===== src/rtl/spg_pkg.sv =====
package spg_pkg;

  typedef enum logic [2:0] {
    PAT_INC  = 3'd0,
    PAT_DEC  = 3'd1,
    PAT_ZERO = 3'd2,
    PAT_ONE  = 3'd3,
    PAT_LFSR = 3'd4
  } pat_e;

  localparam logic [2:0] PAT_LAST = 3'd4;

  // Strobes from control to datapath
  typedef struct packed {
    logic load;       // accepted start
    logic beat;       // word handshake
    logic check;      // beat in read mode
    logic hdrLo;      // current word is header word 0
    logic hdrHi;      // current word is header word 1
    logic sectorEnd;  // beat on last word of a sector
  } strobe_t;

  function automatic logic [31:0] lfsrStep(input logic [31:0] s);
    return {s[30:0], s[31] ^ s[21] ^ s[1] ^ s[0]};
  endfunction

endpackage


===== src/rtl/spg_ctrl.sv =====
module spg_ctrl
  import spg_pkg::*;
#(
  parameter int CNT_W        = 16,
  parameter int SECTOR_WORDS = 128
) (
  input  logic             clk,
  input  logic             rstN,
  input  logic             start,
  input  logic             writeMode,
  input  logic [2:0]       patSel,
  input  logic [CNT_W-1:0] sectorCount,
  input  logic             wrReady,
  input  logic             rdValid,
  output logic             busy,
  output logic             done,
  output logic             invalidCfg,
  output logic             wrValid,
  output logic             rdReady,
  output strobe_t          strb
);
  localparam int IDX_W = $clog2(SECTOR_WORDS);
  localparam logic [IDX_W-1:0] LAST_IDX = IDX_W'(SECTOR_WORDS - 1);

  logic             isWrite;
  logic [IDX_W-1:0] wordIdx;
  logic [CNT_W-1:0] secLeft;
  logic             cfgOk, accept, reject, beat, lastWord;

  assign cfgOk    = (patSel <= PAT_LAST) && (sectorCount != '0);
  assign accept   = start && !busy && cfgOk;
  assign reject   = start && !busy && !cfgOk;
  assign wrValid  = busy && isWrite;
  assign rdReady  = busy && !isWrite;
  assign beat     = busy && (isWrite ? wrReady : rdValid);
  assign lastWord = (wordIdx == LAST_IDX);

  always_comb begin
    strb.load      = accept;
    strb.beat      = beat;
    strb.check     = beat && !isWrite;
    strb.hdrLo     = (wordIdx == IDX_W'(0));
    strb.hdrHi     = (wordIdx == IDX_W'(1));
    strb.sectorEnd = beat && lastWord;
  end

  always_ff @(posedge clk) begin
    if (!rstN) begin
      busy       <= 1'b0;
      done       <= 1'b0;
      invalidCfg <= 1'b0;
      isWrite    <= 1'b0;
      wordIdx    <= '0;
      secLeft    <= '0;
    end else begin
      done <= 1'b0;
      if (accept) begin
        busy       <= 1'b1;
        isWrite    <= writeMode;
        wordIdx    <= '0;
        secLeft    <= sectorCount;
        invalidCfg <= 1'b0;
      end else if (reject) begin
        invalidCfg <= 1'b1;
      end
      if (beat) begin
        wordIdx <= lastWord ? '0 : wordIdx + 1'b1;
        if (lastWord) begin
          secLeft <= secLeft - 1'b1;
          if (secLeft == CNT_W'(1)) begin
            busy <= 1'b0;
            done <= 1'b1;
          end
        end
      end
    end
  end
endmodule


===== src/rtl/spg_datapath.sv =====
module spg_datapath
  import spg_pkg::*;
#(
  parameter int LBA_W    = 48,
  parameter int ERRCNT_W = 16
) (
  input  logic                clk,
  input  logic                rstN,
  input  strobe_t             strb,
  input  logic [LBA_W-1:0]    startLba,
  input  logic [2:0]          patSel,
  input  logic [31:0]         rdData,
  output logic [31:0]         expWord,
  output logic                errFlag,
  output logic [31:0]         errRead,
  output logic [31:0]         errExpect,
  output logic [ERRCNT_W-1:0] errCount
);
  localparam int HDR_W = 64;

  logic [LBA_W-1:0] lba;
  logic [31:0]      fill, fillWord, seed;
  logic [2:0]       pat;
  logic [HDR_W-1:0] hdr;
  logic             mismatch;

  assign hdr  = HDR_W'(lba);
  assign seed = ((patSel == PAT_LFSR) && (startLba[31:0] == '0)) ? 32'd1 : startLba[31:0];

  always_comb begin
    case (pat)
      PAT_ZERO: fillWord = '0;
      PAT_ONE:  fillWord = '1;
      default:  fillWord = fill;
    endcase
    if (strb.hdrLo)      expWord = hdr[31:0];
    else if (strb.hdrHi) expWord = hdr[63:32];
    else                 expWord = fillWord;
  end

  assign mismatch = strb.check && (rdData != expWord);

  always_ff @(posedge clk) begin
    if (!rstN) begin
      lba       <= '0;
      fill      <= '0;
      pat       <= '0;
      errFlag   <= 1'b0;
      errRead   <= '0;
      errExpect <= '0;
      errCount  <= '0;
    end else if (strb.load) begin
      lba       <= startLba;
      fill      <= seed;
      pat       <= patSel;
      errFlag   <= 1'b0;
      errRead   <= '0;
      errExpect <= '0;
      errCount  <= '0;
    end else begin
      if (strb.beat && !strb.hdrLo && !strb.hdrHi) begin
        case (pat)
          PAT_INC:  fill <= fill + 32'd1;
          PAT_DEC:  fill <= fill - 32'd1;
          PAT_LFSR: fill <= lfsrStep(fill);
          default:  fill <= fill;
        endcase
      end
      if (strb.sectorEnd) lba <= lba + 1'b1;
      if (mismatch) begin
        errFlag <= 1'b1;
        if (errCount != '1) errCount <= errCount + 1'b1;
        if (!errFlag) begin
          errRead   <= rdData;
          errExpect <= expWord;
        end
      end
    end
  end
endmodule


===== src/rtl/spg_top.sv =====
module spg_top
  import spg_pkg::*;
#(
  parameter int LBA_W        = 48,
  parameter int CNT_W        = 16,
  parameter int ERRCNT_W     = 16,
  parameter int SECTOR_WORDS = 128
) (
  input  logic                clk,
  input  logic                rstN,
  input  logic                start,
  input  logic                writeMode,
  input  logic [LBA_W-1:0]    startLba,
  input  logic [CNT_W-1:0]    sectorCount,
  input  logic [2:0]          patSel,
  output logic                busy,
  output logic                done,
  output logic                invalidCfg,
  output logic [31:0]         wrData,
  output logic                wrValid,
  input  logic                wrReady,
  input  logic [31:0]         rdData,
  input  logic                rdValid,
  output logic                rdReady,
  output logic                errFlag,
  output logic [31:0]         errRead,
  output logic [31:0]         errExpect,
  output logic [ERRCNT_W-1:0] errCount
);
  strobe_t strb;

  spg_ctrl #(.CNT_W(CNT_W), .SECTOR_WORDS(SECTOR_WORDS)) u_ctrl (
    .clk(clk), .rstN(rstN), .start(start), .writeMode(writeMode),
    .patSel(patSel), .sectorCount(sectorCount), .wrReady(wrReady),
    .rdValid(rdValid), .busy(busy), .done(done), .invalidCfg(invalidCfg),
    .wrValid(wrValid), .rdReady(rdReady), .strb(strb)
  );

  spg_datapath #(.LBA_W(LBA_W), .ERRCNT_W(ERRCNT_W)) u_dp (
    .clk(clk), .rstN(rstN), .strb(strb), .startLba(startLba),
    .patSel(patSel), .rdData(rdData), .expWord(wrData),
    .errFlag(errFlag), .errRead(errRead), .errExpect(errExpect),
    .errCount(errCount)
  );
endmodule


===== config.mk =====
export PLATFORM = sky130hd
export DESIGN_NAME = spg_top
export DESIGN_NICKNAME = d
export VERILOG_FILES = /design/src/rtl/spg_pkg.sv /design/src/rtl/spg_ctrl.sv /design/src/rtl/spg_datapath.sv /design/src/rtl/spg_top.sv
export SDC_FILE = /design/constraint.sdc
export NUM_CORES = 1
export LEC_CHECK = 0
export BUFFER_PORTS_ARGS = -buffer_cell sky130_fd_sc_hd__clkbuf_2
export CAP_MARGIN = 20
export CORE_MARGIN = 10
export CORE_UTILIZATION = 58
export DETAILED_ROUTE_END_ITERATION = 8
export PLACE_DENSITY_LB_ADDON = 0.3
export SYNTH_ARGS = -nofsm -noshare
export SYNTH_HDL_FRONTEND = slang
export SYNTH_HIERARCHICAL = 1
export SYNTH_SLANG_ARGS = --single-unit

===== constraint.sdc =====
create_clock -name clk -period 4.2 [get_ports clk]
set_clock_uncertainty 0.05 [all_clocks]
set_input_delay 0.42 -clock clk [delete_from_list [all_inputs] [get_ports clk]]
set_output_delay 0.42 -clock clk [all_outputs]
set_load 0.005 [all_outputs]

==> results.ini, run 1 <==
[status]
status = finished, violations left
violations = DRC

[logic_synthesis]
syn-num-nets = 1880
postSynthCellCount = 1737
netlist_area_um2 = 12900
yosys.area.top_type = dfxtp_1
synth_top_flop_cell = dfxtp_1
ys_types = 87
yosys_warnings = 6
synth_common_cells = 199 x a21oi_1, 191 x dfxtp_1, 148 x nand2_1, 127 x o21ai_0, 113 x nor3_1
synth-edff-count = 0
yosysMostFrequentCell = a21oi_1
ys_seq_area_frac = 0.297
synth_area_leaders = dfxtp_1 30%, a21oi_1 7.7%, o21ai_0 4.9%
synth.avg_cell_area_um2 = 7.41
async_reset_ff_frac = 0
ys_ff_latch = 191
synthDominantCellAreaShare = 0.297

[finish]
drive_above_1_share = 0.184
ff_latch_area_um2 = 3820
diodes = 0
final_cells = 2200
fill_cells = 1886
area_delta_synth_final_pct = 15.7
multiInputGateArea_um2 = 8400
nets = 2050

[global_routing]
grt-ovfl-total = 0
globalRoute.busiestLayer = met2
grt_max_degree = 92
antenna_found_initial = 0
track_usage = 0.303
use_met3 = 0.0639
grt_util_met1 = 0.382
grt_pass1_wl_mm = 71.6
grt.met2_usage = 0.490
grt_pass1_vias = 13600

[sta]
finalCritPeriodShare = 0.971
finalHoldWorstSlack_ns = 0.145
slew_headroom = 0.421
worst-slew-pin-transition_ns = 0.869
fin_tns_setup_ns = 0
setup_viol_count_final = 0
worst_slack_ns = 0.123
rsz0062_at_grt = false
finalMaxSlewViolations = 0
finalCriticalPeriod_ns = 4.08
hold_viol = 0
fmax_ghz = 0.245

[critical_path]
arrival_ns = 4.31
crit_path_max_fanout = 68
end_kind = register
crit_type = register to register
required_ns = 4.44
startpoint_type = register

[die]
die-area_um2 = 28600
core-area_um2 = 21800
io_pins = 223
initial_utilization = 0.590
fp-row-count = 54
die_y_um = 169
die_w_um = 169

[power]
p_leak_nw = 5.97
vdd.ir_drop.worst_mv = 0.276
p_per_area_nw_per_um2 = 315

[clock_tree]
cts_buffer_depth = 2
clkSinkCount = 191
cts_htree_levels = 4
root_buffer = clkbuf_16
clk_latency_ns = 0.44
cts_buffers = 17
cts_tree = yes
holdBufCountCts = 0
clk_pin_slew_ns = 0.08

[route]
dr_total_vias = 14500
drcViolationCount = 1
drtPass1Iterations = 8
via_per_inst = 6.60
antenna_left = 0
routed_wl_mm = 46.1
drt_iter0_markers = 2084
wl_per_cell_um = 20.9

[min_path]
hold_class = input pin to register

[placed_design]
dp_hpwl_mm = 34.3
portBuffers = 222
place_inst = 2165
detailedPlace.worstSlack_ns = -0.0707
gp_congestion = 0.980

[run]
maxCapViolations = 0

==> final cells by class <==
| class | count | share of cell area |
|---|---|---|
| clock buffers | 17 | 0.0286 |
| repair buffers | 276 | 0.106 |
| well taps | 280 | 0.0235 |
| clock inverters | 15 | 0.0114 |
| inverters | 39 | 0.00983 |
| multi-input cells | 1382 | 0.564 |
| flip-flops and latches | 191 | 0.257 |
==> stage by stage <==
step / total power (W) / util / cell area [µm²]
after floorplan: 0.00264 / - / 12900
after global placement: 0.00299 / 0.650 / 14200
after global routing: 0.00486 / 0.682 / 14900
after CTS: 0.00466 / 0.678 / 14800
final: 0.00469 / 0.682 / 14900
after detailed placement: 0.00301 / 0.651 / 14200
==> path summary, 6_finish.rpt <==
path | depth (start not counted) | slack (ns) | endpoint | from
worst max-delay path | 12 | 0.12 | u_dp/errExpect[28] | u_ctrl/wordIdx[2]
worst min-delay path | 3 | 0.14 | u_ctrl/isWrite | writeMode
worst max register to register | 12 | 0.12 | u_dp/errExpect[28] | u_ctrl/wordIdx[2]
worst min register to register | 2 | 0.43 | u_dp/errRead[11] | u_dp/errRead[11]
==> routing by layer <==
metal  part of all wire  routed length (µm)
met5                  0                   0
met4              0.040                1850
met3              0.095                4390
met2               0.46               21300
met1               0.40               18500
==> critical path, stage by stage, from the launching register on <==
cell,delay (ns)
dfxtp_1,0.34
or4_1,0.52
nor2_1,0.14
and2_2,0.33
buf_12,0.27
a2111oi_2,0.07
or3_1,0.35
a2111oi_2,0.45
nand4_1,0.16
or4_2,0.67
buf_12,0.23
a21oi_1,0.20
nor3_1,0.07
==> registers in the layout, summed over array words and instances, names as in the netlist, 3 cells and up <==
signal and flops:
u_ctrl/secLeft 16, u_ctrl/wordIdx 7, u_dp/errCount 16, u_dp/errExpect 32, u_dp/errRead 32, u_dp/fill 32
u_dp/lba 48, u_dp/pat 3
==> repair_timing <==
action | 4_1_cts | 5_1_grt
resized for setup | 3 | 10
setup endpoints to repair | 59 | 81
pin swaps | 0 | 1
hold endpoints to repair | 0 | 0
setup buffers | 0 | 2
cloned | 0 | 0
==> cells in the final DEF, fill, tap and decap left out, drive strengths merged, types with 37 or more instances in the layout <==
cell type  count
inv           48
nor3         113
clkbuf       239
dfxtp        191
nor2b         40
nand2        148
a21oi        201
o21ai        128
nand3        112
nor2         111
buf           54
ha            37
==> where the power goes <==
group,total (W),internal (W),switching [W]
Combinational,0.000980,0.000380,0.000600
Sequential,0.00204,0.00190,0.000134
Clock,0.00168,0.000853,0.000824
==> kinds of logic after synthesis <==
family,count (synthesis),share of synthesized area
XOR/XNOR,70,0.0476
adder cells (fa/ha/maj),38,0.0375
multiplexers,11,0.00885
AO/OA/AOI/OAI,544,0.265
buffers and inverters,164,0.0553
flip-flops,191,0.297
AND/OR/NAND/NOR,719,0.289
Power figures use the tool's default switching activity.
==> run 2: changes to the inputs <==
- ABC_AREA: default -> 1
==> run 2 against run 1 <==
The run now ends clean. Core utilization fell by 0.46 points. Die area rose by 4.5%. Setup slack improved by 0.25 ns. Global-route usage rose by 0.32 points. Count of clock-buffer cells in the layout did not move. Cell area rose by 3.7%. Non-clock buffer count fell by 30. Fmax rose by 6.5%. Sequential share of layout area fell by 0.91 points. Critical path type unchanged. Largest cell class unchanged. Highest routed layer unchanged.
==> results.ini, run 2 <==
[status]
status = finished, final reports clean  ; was finished, violations left

[min_path]
hold_class = input pin to register  ; unchanged
min_from = patSel[0]  ; was writeMode

[clock_tree]
clk_pin_slew_ns = 0.08  ; about the same
cts_buffer_depth = 2  ; unchanged
root_buffer = clkbuf_16  ; unchanged
clk_latency_ns = 0.44  ; about the same
clkSinkCount = 191  ; unchanged
cts_htree_levels = 4  ; unchanged
cts_buffers = 17  ; unchanged
cts_tree = yes  ; unchanged
holdBufCountCts = 0  ; unchanged

[die]
die-area_um2 = 29800  ; was 28,600 µm²
fp-row-count = 55  ; was 54
die_w_um = 173  ; was 169 µm
io_pins = 223  ; unchanged
core-area_um2 = 22800  ; was 21,800 µm²
die_y_um = 173  ; was 169 µm
initial_utilization = 0.594  ; was 0.590

[logic_synthesis]
ys_seq_area_frac = 0.283  ; was 0.297
synth-edff-count = 0  ; unchanged
synthDominantCellAreaShare = 0.283  ; was 0.297
synth_area_leaders = dfxtp_1 28%, nand2_1 17%, a21oi_1 8.2%  ; was dfxtp_1 30%, a21oi_1 7.7%, o21ai_0 4.9%
synth.avg_cell_area_um2 = 6.19  ; was 7.41 µm²
syn-num-nets = 2328  ; was 1,880
postSynthCellCount = 2185  ; was 1,737
yosys_warnings = 6  ; unchanged
ys_types = 48  ; was 87
async_reset_ff_frac = 0  ; unchanged
yosysMostFrequentCell = nand2_1  ; was a21oi_1
netlist_area_um2 = 13500  ; was 12,900 µm²
synth_top_flop_cell = dfxtp_1  ; unchanged
ys_ff_latch = 191  ; unchanged
synth_common_cells = 603 x nand2_1, 224 x inv_1, 222 x a21oi_1, 191 x dfxtp_1, 184 x nor2_1  ; was 199 x a21oi_1, 191 x dfxtp_1, 148 x nand2_1, 127 x o21ai_0, 113 x nor3_1
yosys.area.top_type = dfxtp_1  ; unchanged

[critical_path]
path_cells = or2_2, nor3b_2, buf_4, inv_1, nand3_1, nand2_1, nand2_1, nand2_1, nand2_1, nor2_1, nand2_1, nor2_1, nand3_2, buf_4, nand3_2, nand2_1, a21oi_1  ; was or4_1, nor2_1, and2_2, buf_12, a2111oi_2, or3_1, a2111oi_2, nand4_1, or4_2, buf_12, a21oi_1, nor3_1
cp_slowest_cell = buf_4  ; was or4_2
crit_top_cell = nand2_1
max_stage_delay_ns = 0.64  ; was 0.67 ns
startpoint_type = register  ; unchanged
path_buf_inv = 3  ; was 2
crit_type = register to register  ; unchanged
crit_start = u_ctrl/wordIdx[2]  ; unchanged
required_ns = 4.48  ; was 4.44 ns
arrival_ns = 4.11  ; was 4.31 ns
crit_path_max_fanout = 80  ; was 68
r2r_start = u_ctrl/wordIdx[2]  ; unchanged
critPathTopFamily = simple AND/OR/NAND/NOR gates  ; unchanged
end_kind = register  ; unchanged

[global_routing]
grt_max_degree = 82  ; was 92
grt_pass1_vias = 14300  ; was 13.6k
grt_pass1_wl_mm = 76.4  ; was 71.6 mm
antenna_found_initial = 0  ; unchanged
grt-ovfl-total = 0  ; unchanged
track_usage = 0.307  ; was 0.303

[sta]
finalCriticalPeriod_ns = 3.83  ; was 4.08 ns
worst_slack_ns = 0.372  ; was 0.123 ns
setup_viol_count_final = 0  ; unchanged
hold_viol = 0  ; unchanged
fmax_ghz = 0.261  ; was 0.245 GHz
finalCritPeriodShare = 0.911  ; was 0.971
rsz0062_at_grt = false  ; unchanged
slew_headroom = 0.470  ; was 0.421
fin_tns_setup_ns = 0  ; unchanged
finalMaxSlewViolations = 0  ; unchanged
worst-slew-pin-transition_ns = 0.795  ; was 0.869 ns

[route]
via_per_inst = 5.88  ; was 6.60
antenna_left = 0  ; unchanged
drt_iter0_markers = 2222  ; was 2,084
drtPass1Iterations = 8  ; unchanged
wl_per_cell_um = 18.2  ; was 20.9 µm
dr_total_vias = 15700  ; was 14.5k
drcViolationCount = 0  ; was 1
routed_wl_mm = 48.7  ; was 46.1 mm

[finish]
largest_reg_flops = 48  ; unchanged
diodes = 0  ; unchanged
area_delta_synth_final_pct = 14.1  ; was 15.7%
final_cell_mix = 603 x nand2_1, 222 x clkbuf_2, 222 x inv_1, 222 x a21oi_1, 191 x dfxtp_1  ; was 222 x clkbuf_2, 199 x a21oi_1, 191 x dfxtp_1
drive_above_1_share = 0.136  ; was 0.184
layout_commonest_cell = nand2_1  ; was clkbuf_2
post-route-util = 0.678  ; was 0.682
top_register = u_dp/lba  ; unchanged
nets = 2490  ; was 2,050
final_cells = 2673  ; was 2,200

[placed_design]
dp_hpwl_mm = 37.9  ; was 34.3 mm
portBuffers = 222  ; unchanged
gp_congestion = 1.06  ; was 0.980
place_inst = 2640  ; was 2,165
detailedPlace.worstSlack_ns = 0.219  ; was -0.0707 ns

[power]
p_per_area_nw_per_um2 = 317  ; was 315 nW/µm²
p_leak_nw = 7.07  ; was 5.97 nW
vdd.ir_drop.worst_mv = 0.237  ; was 0.276 mV

[run]
maxCapViolations = 0  ; unchanged

-- run 2: cell count changes after synthesis, moves of 23 or more --
| cell | previous run | this run |
|---|---|---|
| o21ai_0 | 127 | 85 |
| nor3_1 | 113 | 43 |
| nor2_1 | 111 | 184 |
| nor2b_1 | 40 | 0 |
| nand4_1 | 34 | 92 |
| a211oi_1 | 26 | 0 |
| nand3_1 | 112 | 156 |
| inv_1 | 37 | 224 |
| a21oi_1 | 199 | 222 |
| and3_1 | 25 | 2 |
| nand2_1 | 148 | 603 |
-- run 2: cell families after synthesis --
logic type / after synthesis / share of synthesized area
and+or+nand+nor: 1153 / 0.375
AOI/OAI and AO/OA: 390 / 0.157
buffers and inverters: 333 / 0.0971
DFF: 191 / 0.283
xor gates and xnor gates: 80 / 0.0518
adders and majority gates: 38 / 0.0357
-- run 2: tightest hold or removal path: stages --
cell and delay, ns:
clkbuf_2 0.09, inv_1 0.06, a21oi_1 0.06
-- run 2: report_power, final --
group	leakage [nW]	switching [W]	internal [W]
sequential	1.56	0.000109	0.00189
clock	0.301	0.000817	0.000912
combinational	5.21	0.000769	0.000392
-- run 2: what timing repair did --
action	CTS	global route
endpoints found under the setup margin	0	16
gates resized for setup	0	1
setup buffers	0	0
-- run 2: path summary, 6_finish.rpt --
kind	to	slack (ns)	depth (start not counted)
setup / recovery	u_dp/errCount[15]	0.37	17
hold reg to reg	u_dp/errExpect[5]	0.41	2
hold / removal	u_dp/pat[0]	0.18	3
setup reg to reg	u_dp/errCount[15]	0.37	17
-- run 2: final cells by class --
type / count / area [µm²]
multi-input combinational: 1661 / 8420
fill: 2131 / 7340
sequential: 191 / 3820
timing repair buffer: 246 / 1320
inverter: 230 / 863
clock buffer: 17 / 425
tap: 313 / 392
clock inverter: 15 / 195
-- run 2: metal layers --
metal | track usage | part of all wire
met4 | 0.0650 | 0.015
met1 | 0.422 | 0.43
met2 | 0.485 | 0.45
met5 | 0 | 0
met3 | 0.0621 | 0.10
-- run 2: stage by stage --
| step | area, µm² | hold slack, ns | power (W) |
|---|---|---|---|
| final | 15400 | 0.179 | 0.00489 |
| after global routing | 15400 | 0.188 | 0.00511 |
| after CTS | 15400 | 0.173 | 0.00486 |
| after detailed placement | 14800 | 0.402 | 0.00316 |
| after global placement | 14800 | 0.398 | 0.00314 |
| after floorplan | 13500 | 0.406 | 0.00277 |
